File: config.mk
export PLATFORM = sky130hd
export DESIGN_NAME = clksyn_cfg_if
export DESIGN_NICKNAME = d
export VERILOG_FILES = /design/src/rtl/clk_cfg_pkg.sv /design/src/rtl/cfg_sync.sv /design/src/rtl/cfg_serial.sv /design/src/rtl/cfg_regs.sv /design/src/rtl/cfg_test_mux.sv /design/src/rtl/clksyn_cfg_if.sv
export SDC_FILE = /design/constraint.sdc
export NUM_CORES = 1
export LEC_CHECK = 0
export CORE_MARGIN = 8
export CORE_UTILIZATION = 30
export CTS_CLUSTER_SIZE = 30
export DETAILED_ROUTE_END_ITERATION = 16
export GPL_TIMING_DRIVEN = 0
export PLACE_DENSITY_LB_ADDON = 0.2
export SLEW_MARGIN = 15
export SYNTH_ARGS = -nofsm -noshare
export SYNTH_HDL_FRONTEND = slang
export SYNTH_HIERARCHICAL = 1
export SYNTH_SLANG_ARGS = --single-unit
File: constraint.sdc
create_clock -name clk -period 1.9 [get_ports clk]
set_input_delay 0.38 -clock clk [delete_from_list [all_inputs] [get_ports clk]]
set_output_delay 0.38 -clock clk [all_outputs]
set_load 0.03 [all_outputs]
File: src/rtl/clk_cfg_pkg.sv
package clk_cfg_pkg;
  localparam int M_W     = 9;
  localparam int N_W     = 2;
  localparam int T_W     = 2;
  localparam int SPARE_W = 1;
  localparam int FRAME_W = T_W + SPARE_W + N_W + M_W;

  typedef struct packed {
    logic [T_W-1:0] t;
    logic [N_W-1:0] n;
    logic [M_W-1:0] m;
  } cfg_t;

  typedef enum logic [T_W-1:0] {
    TSEL_LOW   = 2'b00,
    TSEL_SHIFT = 2'b01,
    TSEL_MDIV  = 2'b10,
    TSEL_FOUT  = 2'b11
  } tsel_e;
endpackage

File: src/rtl/cfg_sync.sv
module cfg_sync #(
  parameter int W      = 1,
  parameter int STAGES = 2
) (
  input  logic         clk,
  input  logic         rst_n,
  input  logic [W-1:0] d,
  output logic [W-1:0] q
);
  logic [W-1:0] stg [STAGES];

  for (genvar i = 0; i < STAGES; i++) begin : g_stage
    if (i == 0) begin : g_first
      always_ff @(posedge clk) begin
        if (!rst_n) stg[i] <= '0;
        else        stg[i] <= d;
      end
    end else begin : g_next
      always_ff @(posedge clk) begin
        if (!rst_n) stg[i] <= '0;
        else        stg[i] <= stg[i-1];
      end
    end
  end

  assign q = stg[STAGES-1];
endmodule

File: src/rtl/cfg_serial.sv
module cfg_serial
  import clk_cfg_pkg::*;
(
  input  logic               clk,
  input  logic               rst_n,
  input  logic               sclk_s,
  input  logic               sdat_s,
  input  logic               sload_s,
  input  logic               shift_en,
  output logic [FRAME_W-1:0] frame_nx,
  output logic               ser_wr,
  output logic               shift_out
);
  logic [FRAME_W-1:0] sr_q;
  logic sclk_d, sload_d;
  logic sclk_rise, load_rise, do_shift;

  always_ff @(posedge clk) begin
    if (!rst_n) begin
      sclk_d  <= 1'b0;
      sload_d <= 1'b0;
    end else begin
      sclk_d  <= sclk_s;
      sload_d <= sload_s;
    end
  end

  assign sclk_rise = sclk_s & ~sclk_d;
  assign load_rise = sload_s & ~sload_d;
  assign do_shift  = sclk_rise & shift_en;

  always_comb begin
    frame_nx = sr_q;
    if (do_shift) frame_nx = {sr_q[FRAME_W-2:0], sdat_s};
  end

  always_ff @(posedge clk) begin
    if (!rst_n) sr_q <= '0;
    else        sr_q <= frame_nx;
  end

  // a load edge copies; a held-high strobe makes every shift a write
  assign ser_wr    = load_rise | (sload_s & do_shift);
  assign shift_out = sr_q[FRAME_W-1];
endmodule

File: src/rtl/cfg_regs.sv
module cfg_regs
  import clk_cfg_pkg::*;
(
  input  logic               clk,
  input  logic               rst_n,
  input  logic               par_load_n,
  input  logic [M_W-1:0]     par_m,
  input  logic [N_W-1:0]     par_n,
  input  logic [FRAME_W-1:0] frame_nx,
  input  logic               ser_wr,
  output cfg_t               cfg_q
);
  cfg_t ser_cfg;

  assign ser_cfg.t = frame_nx[FRAME_W-1 -: T_W];
  assign ser_cfg.n = frame_nx[M_W +: N_W];
  assign ser_cfg.m = frame_nx[M_W-1:0];

  always_ff @(posedge clk) begin
    if (!rst_n) begin
      cfg_q.m <= par_m;
      cfg_q.n <= par_n;
      cfg_q.t <= '0;
    end else if (ser_wr) begin
      cfg_q <= ser_cfg;
    end else if (!par_load_n) begin
      cfg_q.m <= par_m;
      cfg_q.n <= par_n;
    end
  end
endmodule

File: src/rtl/cfg_test_mux.sv
module cfg_test_mux
  import clk_cfg_pkg::*;
(
  input  logic           par_load_n,
  input  logic [T_W-1:0] t_sel,
  input  logic           shift_out,
  input  logic           src_mdiv,
  input  logic           src_fout,
  output logic           test_out
);
  always_comb begin
    test_out = 1'b0;
    if (par_load_n) begin
      unique case (tsel_e'(t_sel))
        TSEL_LOW:   test_out = 1'b0;
        TSEL_SHIFT: test_out = shift_out;
        TSEL_MDIV:  test_out = src_mdiv;
        TSEL_FOUT:  test_out = src_fout;
        default:    test_out = 1'b0;
      endcase
    end
  end
endmodule

File: src/rtl/clksyn_cfg_if.sv
module clksyn_cfg_if
  import clk_cfg_pkg::*;
#(
  parameter int SYNC_STAGES = 2
) (
  input  logic           clk,
  input  logic           rst_n,
  input  logic           mr,
  input  logic           par_load_n,
  input  logic [M_W-1:0] par_m,
  input  logic [N_W-1:0] par_n,
  input  logic           ser_clk,
  input  logic           ser_data,
  input  logic           ser_load,
  input  logic           src_mdiv,
  input  logic           src_fout,
  output logic [M_W-1:0] m_val,
  output logic [N_W-1:0] n_sel,
  output logic [T_W-1:0] t_sel,
  output logic           test_out,
  output logic           div_clear
);
  localparam int SW = 3;

  logic [SW-1:0]      pins_s;
  logic [FRAME_W-1:0] frame_nx;
  logic               ser_wr;
  logic               shift_out;
  cfg_t               cfg_q;

  cfg_sync #(.W(SW), .STAGES(SYNC_STAGES)) u_sync (
    .clk(clk), .rst_n(rst_n),
    .d({ser_clk, ser_data, ser_load}), .q(pins_s)
  );

  cfg_serial u_serial (
    .clk(clk), .rst_n(rst_n),
    .sclk_s(pins_s[2]), .sdat_s(pins_s[1]), .sload_s(pins_s[0]),
    .shift_en(par_load_n),
    .frame_nx(frame_nx), .ser_wr(ser_wr), .shift_out(shift_out)
  );

  cfg_regs u_regs (
    .clk(clk), .rst_n(rst_n), .par_load_n(par_load_n),
    .par_m(par_m), .par_n(par_n),
    .frame_nx(frame_nx), .ser_wr(ser_wr), .cfg_q(cfg_q)
  );

  cfg_test_mux u_tmux (
    .par_load_n(par_load_n), .t_sel(cfg_q.t), .shift_out(shift_out),
    .src_mdiv(src_mdiv), .src_fout(src_fout), .test_out(test_out)
  );

  assign m_val     = cfg_q.m;
  assign n_sel     = cfg_q.n;
  assign t_sel     = cfg_q.t;
  assign div_clear = mr;
endmodule

== Word level (Yosys, flattened, before mapping) ==
Memories as Yosys holds them, arrays and structs flattened.
Cells that the tools add are included.

* Flip-flop bits (word level): 29
* RAM bits: 6
* Input bits: 20
* Output and inout port bits: 15
* Word-level logic and storage cells: 32
* Memories kept: 1

{| class="wikitable"
|+ Memory list
! memory !! depth !! width !! rd ports !! clocked after memory_dff !! write ports !! RTL line !! RTL
|-
| u_sync.stg || 2 || 3 || 2 || 0 || 2 || cfg_sync.sv:10 || <nowiki>logic [W-1:0] stg [STAGES];</nowiki>
|}

* Eq/ne operators: 4
* Muxes and demuxes: 10
* Bitwise logic cells: 9
* Reduce and logical (&&, ||, !) cells: 1

{| class="wikitable"
|+ Operators by type and width
! operator !! count
|-
| two-way mux 11 bit || 3
|-
| two-way mux 14 bit || 1
|-
| two-way mux 3 bit || 2
|-
| bitwise AND 1 bit || 4
|-
| == test 2 bit (second input constant) || 2
|-
| case mux 1 bit (4 select lines) || 1
|-
| two-way mux 1 bit || 3
|-
| != test 3 x 2 -> 1 bit (second input constant) || 1
|-
| bitwise OR 1 bit || 3
|-
| == test 2 x 1 -> 1 bit (second input constant) || 1
|-
| zero test 2 bit || 1
|-
| NOT 1 bit || 2
|}

== Longest topological paths before layout ==
Gate-level depths: netlist (run 1).

* Depth in word-level cells: 7
* Gate-level depth with buffers: 7

== Hierarchy ==
Netlist (run 1), hierarchy kept.

{| class="wikitable"
|+ By module, submodules not included
! module !! times used !! cells each !! area each (µm²) !! seq. area each (µm²)
|-
| cfg_serial || 1 || 68 || 767.0 || 320.3
|-
| cfg_regs || 1 || 31 || 589.3 || 370.4
|-
| cfg_sync || 1 || 12 || 157.7 || 120.1
|-
| cfg_test_mux || 1 || 4 || 31.3 || 0.0
|-
| clksyn_cfg_if || 1 || 1 || 7.5 || 0.0
|}

== Worst setup path after synthesis (run 1) ==
No wires, ideal clock.

* Path kind: input to register
* Start: input par_load_n
* End: register, netlist name u_regs/cfg_q[0]
* Data arrival time: 1.597 ns
* Data required time: 1.640 ns
* Setup slack: 0.042 ns
* Stages: 7
* Buffers on the path: 3
* Cell sequence: nand3b_4 -> buf_6 -> buf_12 -> a21boi_1 -> nand2_2 -> buf_6 -> mux2_4

* Word-level cells in the longest chain between the ends: 5
* Elaborated cells between the ends (all ways): 6

{| class="wikitable"
|+ RTL lines
! what !! RTL line !! RTL
|-
| start: declaration || clksyn_cfg_if.sv:9 || <nowiki>input logic par_load_n,</nowiki>
|-
| bitwise AND 1 bit || cfg_serial.sv:30 || <nowiki>assign do_shift = sclk_rise & shift_en;</nowiki>
|-
| bitwise AND 1 bit || cfg_serial.sv:43 || <nowiki>assign ser_wr = load_rise | (sload_s & do_shift);</nowiki>
|-
| bitwise OR 1 bit || cfg_serial.sv:43 ||
|-
| named net ser_wr || clksyn_cfg_if.sv:27 || <nowiki>logic ser_wr;</nowiki>
|-
| two-way mux 11 bit || cfg_regs.sv:24 || <nowiki>end else if (ser_wr) begin</nowiki>
|-
| two-way mux 11 bit || cfg_regs.sv:20 || <nowiki>if (!rst_n) begin</nowiki>
|}

The timed path passes the listed nets, and every way through them passes these cells.
A chain may end at the register's enable or synchronous reset.

== Worst setup path in the final report (run 1) ==
* Start: input src_fout
* End: output test_out

* Word-level cells in the longest chain between the ends: 2

{| class="wikitable"
|+ RTL lines
! what !! RTL line !! RTL
|-
| start: declaration || clksyn_cfg_if.sv:16 || <nowiki>input logic src_fout,</nowiki>
|-
| case mux 1 bit (4 select lines) || cfg_test_mux.sv:14 || <nowiki>unique case (tsel_e'(t_sel))</nowiki>
|-
| two-way mux 1 bit || cfg_test_mux.sv:13 || <nowiki>if (par_load_n) begin</nowiki>
|-
| end: declaration || clksyn_cfg_if.sv:20 || <nowiki>output logic test_out,</nowiki>
|}

Every way passes these cells.

==> reports/results.md, run 1 <==
| Result | This run | Unit |
|:---|:---|:---|
| Number of nets in the finished design | 176 | - |
| Buffer type at the clock tree root | sky130_fd_sc_hd__clkbuf_8 | - |
| Via count | 952 | - |
| Cell with the largest stage delay on the worst path | sky130_fd_sc_hd__clkdlybuf4s50_1 | - |
| Net Count, Synth | 135 | - |
| Placed Cells | 218 | - |
| Leftover overflow at the end of global routing | 0 | - |
| Via count of the first global-routing pass | 1,015 | - |
| HPWL after DPL | 2020 | um |
| Fmax achieved | 550 | MHz |
| Number of setup violations in the final report | 0 | - |
| Worst setup slack for register-to-register paths | 0.10 | ns |
| Termination of the worst setup path | test_out | - |
| Lkg Pwr | 0.908 | nW |
| Initial standard-cell utilization of the core | 30.6 | % |
| Critical Setup Path Class | input port to output port | - |
| Layout Area Growth over Synthesis | 34.1 | % |
| Clock edge transition at the registers on the reported setup and hold paths | 0.06 | ns |
| Worst setup path startpoint | src_fout | - |
| Post-synth design cell area | 1540 | sq um |
| Maximum number of pins on one net before global-route repair | 12 | - |
| Final routed wire length divided by cell count | 12.6 | um |
| IR Drop Worst-Case VDD | 0.000269 | V |
| Overall power consumption | 1.50 | mW |
| Maximum fanout count along the critical path | 1 | - |
| RSZ-0062 raised after global routing | false | - |
| Initial antenna violation count | 0 | - |
| Critical path startpoint category | input port | - |
| Count of nets left with antenna violations after detail routing | 0 | - |
| R2R depth | 7 | - |
| Crit path capture type | output port | - |
| Crit-path max cell delay | 0.45 | ns |
| TritonCTS clock tree | built | - |
| H-tree level count | 2 | - |
| Leading cell type in the layout, fill and taps excluded | sky130_fd_sc_hd__clkdlybuf4s50_1 | - |
| Highest-count cells in the layout ignoring fill and taps | 31 x sky130_fd_sc_hd__clkdlybuf4s50_1, 24 x sky130_fd_sc_hd__dfxtp_1, 17 x sky130_fd_sc_hd__mux2i_1 | - |
| Synthesized area per cell | 13.4 | sq um |
| Placed standard-cell area | 1960 | sq um |
| Reg2Reg Launch Point | u_serial/sclk_d | - |
| Antenna cells | 0 | - |
| Tightest Pin Transition | 0.368 | ns |
| Cell count after synthesis | 115 | - |
| Relative max-transition margin | 75.4 | % |
| Number of buffer cells added on primary ports | 33 | - |
| Vias per Instance | 4.19 | - |
| Max capacitance violation total | 0 | - |
| Pre-Repair DR Iteration Count | 6 | - |
| PnR worst setup slack | 0.0823 | ns |
| Clk Latency, worst-skew pair | 0.28 | ns |
| Number of I/O pins | 35 | - |
| Arrival time of the worst setup path | 1.44 | ns |
| R2R Path End | u_regs/cfg_q[0] | - |
| Synth warn | 6 | - |
| Clock skew after layout | 0.00663 | ns |
| Post-Route WL | 2850 | um |
| Post-layout instance area | 2070 | sq um |
| GR Util All Layers | 8.07 | % |
| Std cell rows | 26 | - |
| Hold-fix buffers, CTS | 0 | - |
| GP Congestion | 0.673 | - |
| Class of the tightest hold or removal check | flip-flop to flip-flop | - |
| Number of sinks handled by clock tree synthesis | 35 | - |
| Layout cells sized above 1 | 27.4 | % |
| Global-route wire length before repair | 4620 | um |
| PD cells | 727 | nW/um^2 |
| Overall die height | 87.7 | um |
| Non-filler instance count after layout | 227 | - |
| Count of endpoints failing hold in the final timing report | 0 | - |
| Chain of cells forming the critical path | clkdlybuf4s50_1 > mux2i_1 > a211oi_2 > clkdlybuf4s15_2 | - |
| Residual DRC count | 0 | - |
| Number of buffers created by CTS | 5 | - |
| Final worst-path cycle share | 95.7 | % |
| Die span in x | 87.7 | um |
| Post-place setup slack | -0.840 | ns |
| Number of pins exceeding their max-slew limit in the final report | 0 | - |
| Buffer depth of the longest clock path | 2 | - |
| Core Box Area | 5040 | sq um |
| Fin crit period | 1.82 | ns |
| Die area | 7690 | sq um |
| Worst EP required | 1.52 | ns |
| DRC marker count from the first detailed-route iteration | 56 | - |
| Total negative setup slack | 0 | ns |
| Result of the run | finished, final reports clean | - |
-- critical path, delay by kind of cell --
kind | cells | cell delay (ns)
AO/OA/AOI/OAI | 1 | 0.21
buffers and inverters | 2 | 0.77
multiplexers | 1 | 0.08
-- per-layer routing --
| metal | part of all wire, % | up-vias | GRT usage [%] |
|---|---|---|---|
| li1 | - | 480 | - |
| met1 | 43 | 431 | 8.43 |
| met2 | 45 | 35 | 12.9 |
| met3 | 9.6 | 6 | 4.32 |
| met4 | 2.0 | 0 | 4.22 |
| met5 | 0 | - | 0 |
-- worst min-delay path by stage --
stage,start,end,cells past startpoint
after detailed placement,u_sync/stg[0][1],u_sync/stg[1][1],1
after global placement,u_sync/stg[0][1],u_sync/stg[1][1],1
after CTS,u_sync/stg[0][1],u_sync/stg[1][1],1
after floorplan,u_sync/stg[0][1],u_sync/stg[1][1],1
after global routing,u_sync/stg[0][2],u_sync/stg[1][2],1
final,u_sync/stg[0][1],u_sync/stg[1][1],1
-- area by class of cell --
class	instances	area, sq um
tap	70	87.6
sequential	35	811
buffer	7	71.3
multi-input combinational	72	667
timing repair buffer	34	347
fill	485	2980
inverter	1	3.75
clock buffer	8	80.1
-- power by group --
group          switching, mW  total (mW)  internal (mW)  leakage, nW
Combinational         0.0858       0.192          0.107        0.560
Sequential           0.00671       0.806          0.799        0.308
Clock                  0.245       0.505          0.260       0.0395
Total                  0.337        1.50           1.17        0.908
-- sequential cells by signal, summed over array words and instances, names as in the netlist --
| register | count |
|---|---|
| u_serial/sclk_d | 1 |
| u_sync/stg | 6 |
| u_serial/sr_q | 14 |
| u_regs/cfg_q | 13 |
| u_serial/sload_d | 1 |
-- per-stage QoR --
step,utilization [%],hold WS (ns)
after floorplan,-,0.406
after global placement,38.9,0.415
after detailed placement,38.9,0.411
after CTS,41.1,0.427
after global routing,41.0,0.446
final,41.0,0.424
-- repair_timing --
item                                    CTS  global route
buffers inserted                          1             0
endpoints found under the setup margin   25            10
pin swaps                                 0             1
gates resized for setup                   6             2
No activity file was read; power rests on OpenSTA's default activity.
==> inputs of run 2 (changes only) <==
--- a/config.mk
+++ b/config.mk
@@ -6,7 +6,7 @@
 export NUM_CORES = 1
 export LEC_CHECK = 0
 export CORE_MARGIN = 8
-export CORE_UTILIZATION = 30
+export CORE_UTILIZATION = 44
 export CTS_CLUSTER_SIZE = 30
 export DETAILED_ROUTE_END_ITERATION = 16
 export GPL_TIMING_DRIVEN = 0
==> run 2 against run 1 <==
Sequential power about the same; sequential share of layout area increased by 0.87 points; core utilization increased by 19 points; worst hold slack improved by 0.014 ns; setup slack got worse by 0.012 ns.
==> reports/results.md, run 2 (same netlist as run 1, synthesis figures left out) <==
| Result | This run | Unit | Change |
|:---|:---|:---|:---|
| HPWL after DPL | 2080 | um | +2.7% |
| Worst setup slack for register-to-register paths | 0.09 | ns | about the same |
| TritonCTS clock tree | built | - |  |
| Via count | 970 | - | +1.9% |
| PD cells | 689 | nW/um^2 | -5.2% |
| Pre-Repair DR Iteration Count | 4 | - | -2 |
| Number of buffers created by CTS | 5 | - | unchanged |
| Max capacitance violation total | 0 | - | unchanged |
| Maximum fanout count along the critical path | 1 | - | unchanged |
| Clk Latency, worst-skew pair | 0.34 | ns | +0.06 ns |
| Crit path capture type | output port | - |  |
| Fmax achieved | 547 | MHz | -0.65% |
| Final routed wire length divided by cell count | 14.3 | um | +14% |
| Post-layout instance area | 2020 | sq um | -2.2% |
| Antenna cells | 0 | - | unchanged |
| Final worst-path cycle share | 96.3 | % | +0.63 points |
| Top register by number of flip-flops | u_serial/sr_q | - |  |
| Layout cells sized above 1 | 28.5 | % | +1.1 points |
| Result of the run | finished, final reports clean | - |  |
| Non-filler instance count after layout | 204 | - | -10% |
| Arrival time of the worst setup path | 1.45 | ns | about the same |
| Post-Route WL | 2920 | um | +2.5% |
| Die span in x | 75.2 | um | -14% |
| Hold Startpoint | u_sync/stg[0][1] | - |  |
| GR Util All Layers | 12.0 | % | +4.0 points |
| Overall die height | 75.2 | um | -14% |
| Initial standard-cell utilization of the core | 45.8 | % | +15 points |
| Vias per Instance | 4.75 | - | +13% |
| RSZ-0062 raised after global routing | false | - |  |
| Number of I/O pins | 35 | - | unchanged |
| Buffer depth of the longest clock path | 2 | - | unchanged |
| Critical Setup Path Class | input port to output port | - |  |
| Maximum number of pins on one net before global-route repair | 12 | - | unchanged |
| Reg2Reg Launch Point | u_sync/stg[1][2] | - |  |
| Core Box Area | 3360 | sq um | -33% |
| Number of nets in the finished design | 177 | - | +0.57% |
| Residual DRC count | 0 | - | unchanged |
| Final standard cell utilization of the core | 60.1 | % | +19 points |
| Worst EP required | 1.52 | ns | about the same |
| Number of buffer cells added on primary ports | 33 | - | unchanged |
| Buffer type at the clock tree root | sky130_fd_sc_hd__clkbuf_4 | - |  |
| Largest registers in the final layout | u_serial/sr_q: 14 flops, u_regs/cfg_q: 13 flops, u_sync/stg: 6 flops | - |  |
| Highest-count cells in the layout ignoring fill and taps | 31 x sky130_fd_sc_hd__clkdlybuf4s50_1, 24 x sky130_fd_sc_hd__dfxtp_1, 17 x sky130_fd_sc_hd__mux2i_1 | - |  |
| Number of sinks handled by clock tree synthesis | 35 | - | unchanged |
| Fin crit period | 1.83 | ns | +0.0119 ns |
| Leading cell type in the layout, fill and taps excluded | sky130_fd_sc_hd__clkdlybuf4s50_1 | - |  |
| Lkg Pwr | 0.903 | nW | -0.62% |
| Number of pins exceeding their max-slew limit in the final report | 0 | - | unchanged |
| Leftover overflow at the end of global routing | 0 | - | unchanged |
| Count of nets left with antenna violations after detail routing | 0 | - | unchanged |
| Overall power consumption | 1.39 | mW | -7.3% |
| Critical path startpoint category | input port | - |  |
| Die area | 5650 | sq um | -26% |
| Clock edge transition at the registers on the reported setup and hold paths | 0.10 | ns | +0.04 ns |
| Number of flip-flops in the largest register | 14 | - | unchanged |
| Clock skew after layout | 0.00922 | ns | +0.00259 ns |
| Hold Path Depth | 1 | - | unchanged |
| Count of endpoints failing hold in the final timing report | 0 | - | unchanged |
| R2R Path End | u_regs/cfg_q[1] | - |  |
| Number of setup violations in the final report | 0 | - | unchanged |
| Placed standard-cell area | 1930 | sq um | -1.5% |
| GP Congestion | 0.710 | - | +5.5% |
| DRC marker count from the first detailed-route iteration | 32 | - | -43% |
| Global-route wire length before repair | 4990 | um | +8.1% |
| H-tree level count | 2 | - | unchanged |
| R2R depth | 7 | - | unchanged |
| Via count of the first global-routing pass | 1,059 | - | +4.3% |
| Hold-critical path endpoint | u_sync/stg[1][1] | - |  |
| IR Drop Worst-Case VDD | 0.000464 | V | +72% |
| Layout Area Growth over Synthesis | 31.2 | % |  |
| Initial antenna violation count | 0 | - | unchanged |
| Hold-fix buffers, CTS | 0 | - | unchanged |
| Class of the tightest hold or removal check | flip-flop to flip-flop | - |  |
| Placed Cells | 194 | - | -11% |
| Tightest Pin Transition | 0.322 | ns | -0.0458 ns |
| Std cell rows | 21 | - | -19% |
| Relative max-transition margin | 78.4 | % | +3.1 points |
run 2: cell types whose count changed in the layout (fill, tap and decap cells not counted), sizes merged:
cell | before | now
buf | 8 | 9
clkbuf | 9 | 6
clkinv | 0 | 1
dlygate4sd2 | 0 | 1
clkinvlp | 0 | 1
run 2: area by class of cell:
type | count | area [sq um]
fill | 296 | 1340
sequential | 35 | 811
multi-input combinational | 72 | 667
timing repair buffer | 35 | 358
buffer | 7 | 71.3
tap | 46 | 57.6
clock buffer | 6 | 41.3
clock inverter | 2 | 12.5
inverter | 1 | 3.75
run 2: worst max-delay path by stage:
stage                     startpoint               end  slack [ns]  cells past startpoint
floorplan                 par_load_n   u_regs/cfg_q[0]        0.04                      7
global placement          par_load_n  u_regs/cfg_q[10]       -0.74                      6
detailed placement        par_load_n  u_regs/cfg_q[10]       -0.76                      6
CTS                 u_regs/cfg_q[11]          t_sel[0]        0.05                      1
global route                src_mdiv          test_out        0.01                      4
finish                      src_fout          test_out        0.07                      4
run 2: metal layers:
metal  vias to the layer above  track usage [%]  part of all wire [%]
met5                         -                0                     0
met4                         0             8.10                   3.1
met3                         7             5.33                   8.0
met2                        33             18.5                    46
met1                       443             13.1                    42
li1                        487                -                     -
run 2: critical path, stage by stage:
cell                              delay, ns
sky130_fd_sc_hd__clkdlybuf4s50_1       0.46
sky130_fd_sc_hd__mux2i_1               0.08
sky130_fd_sc_hd__a211oi_2              0.21
sky130_fd_sc_hd__clkdlybuf4s15_2       0.32
run 2: stage by stage:
step	hold WS (ns)	worst slack, ns	setup TNS, ns
4_1_cts	0.444	0.0450	0
6_report	0.438	0.0704	0
5_1_grt	0.451	0.0133	0
3_3_place_gp	0.411	-0.736	-16.28
2_1_floorplan	0.406	0.0422	0
3_5_place_dp	0.417	-0.763	-16.76
run 2: what timing repair did:
item / 4_1_cts / 5_1_grt
endpoints found under the setup margin: 23 / 0
buffers inserted: 2 / 0
endpoints found under the hold margin: 0 / 0
gates resized for setup: 6 / 0
run 2: report_power, final:
group	switching, mW	internal, mW	total, mW
Sequential	0.00695	0.799	0.806
Clock	0.250	0.143	0.393
Combinational	0.0865	0.108	0.195
Total	0.344	1.05	1.39
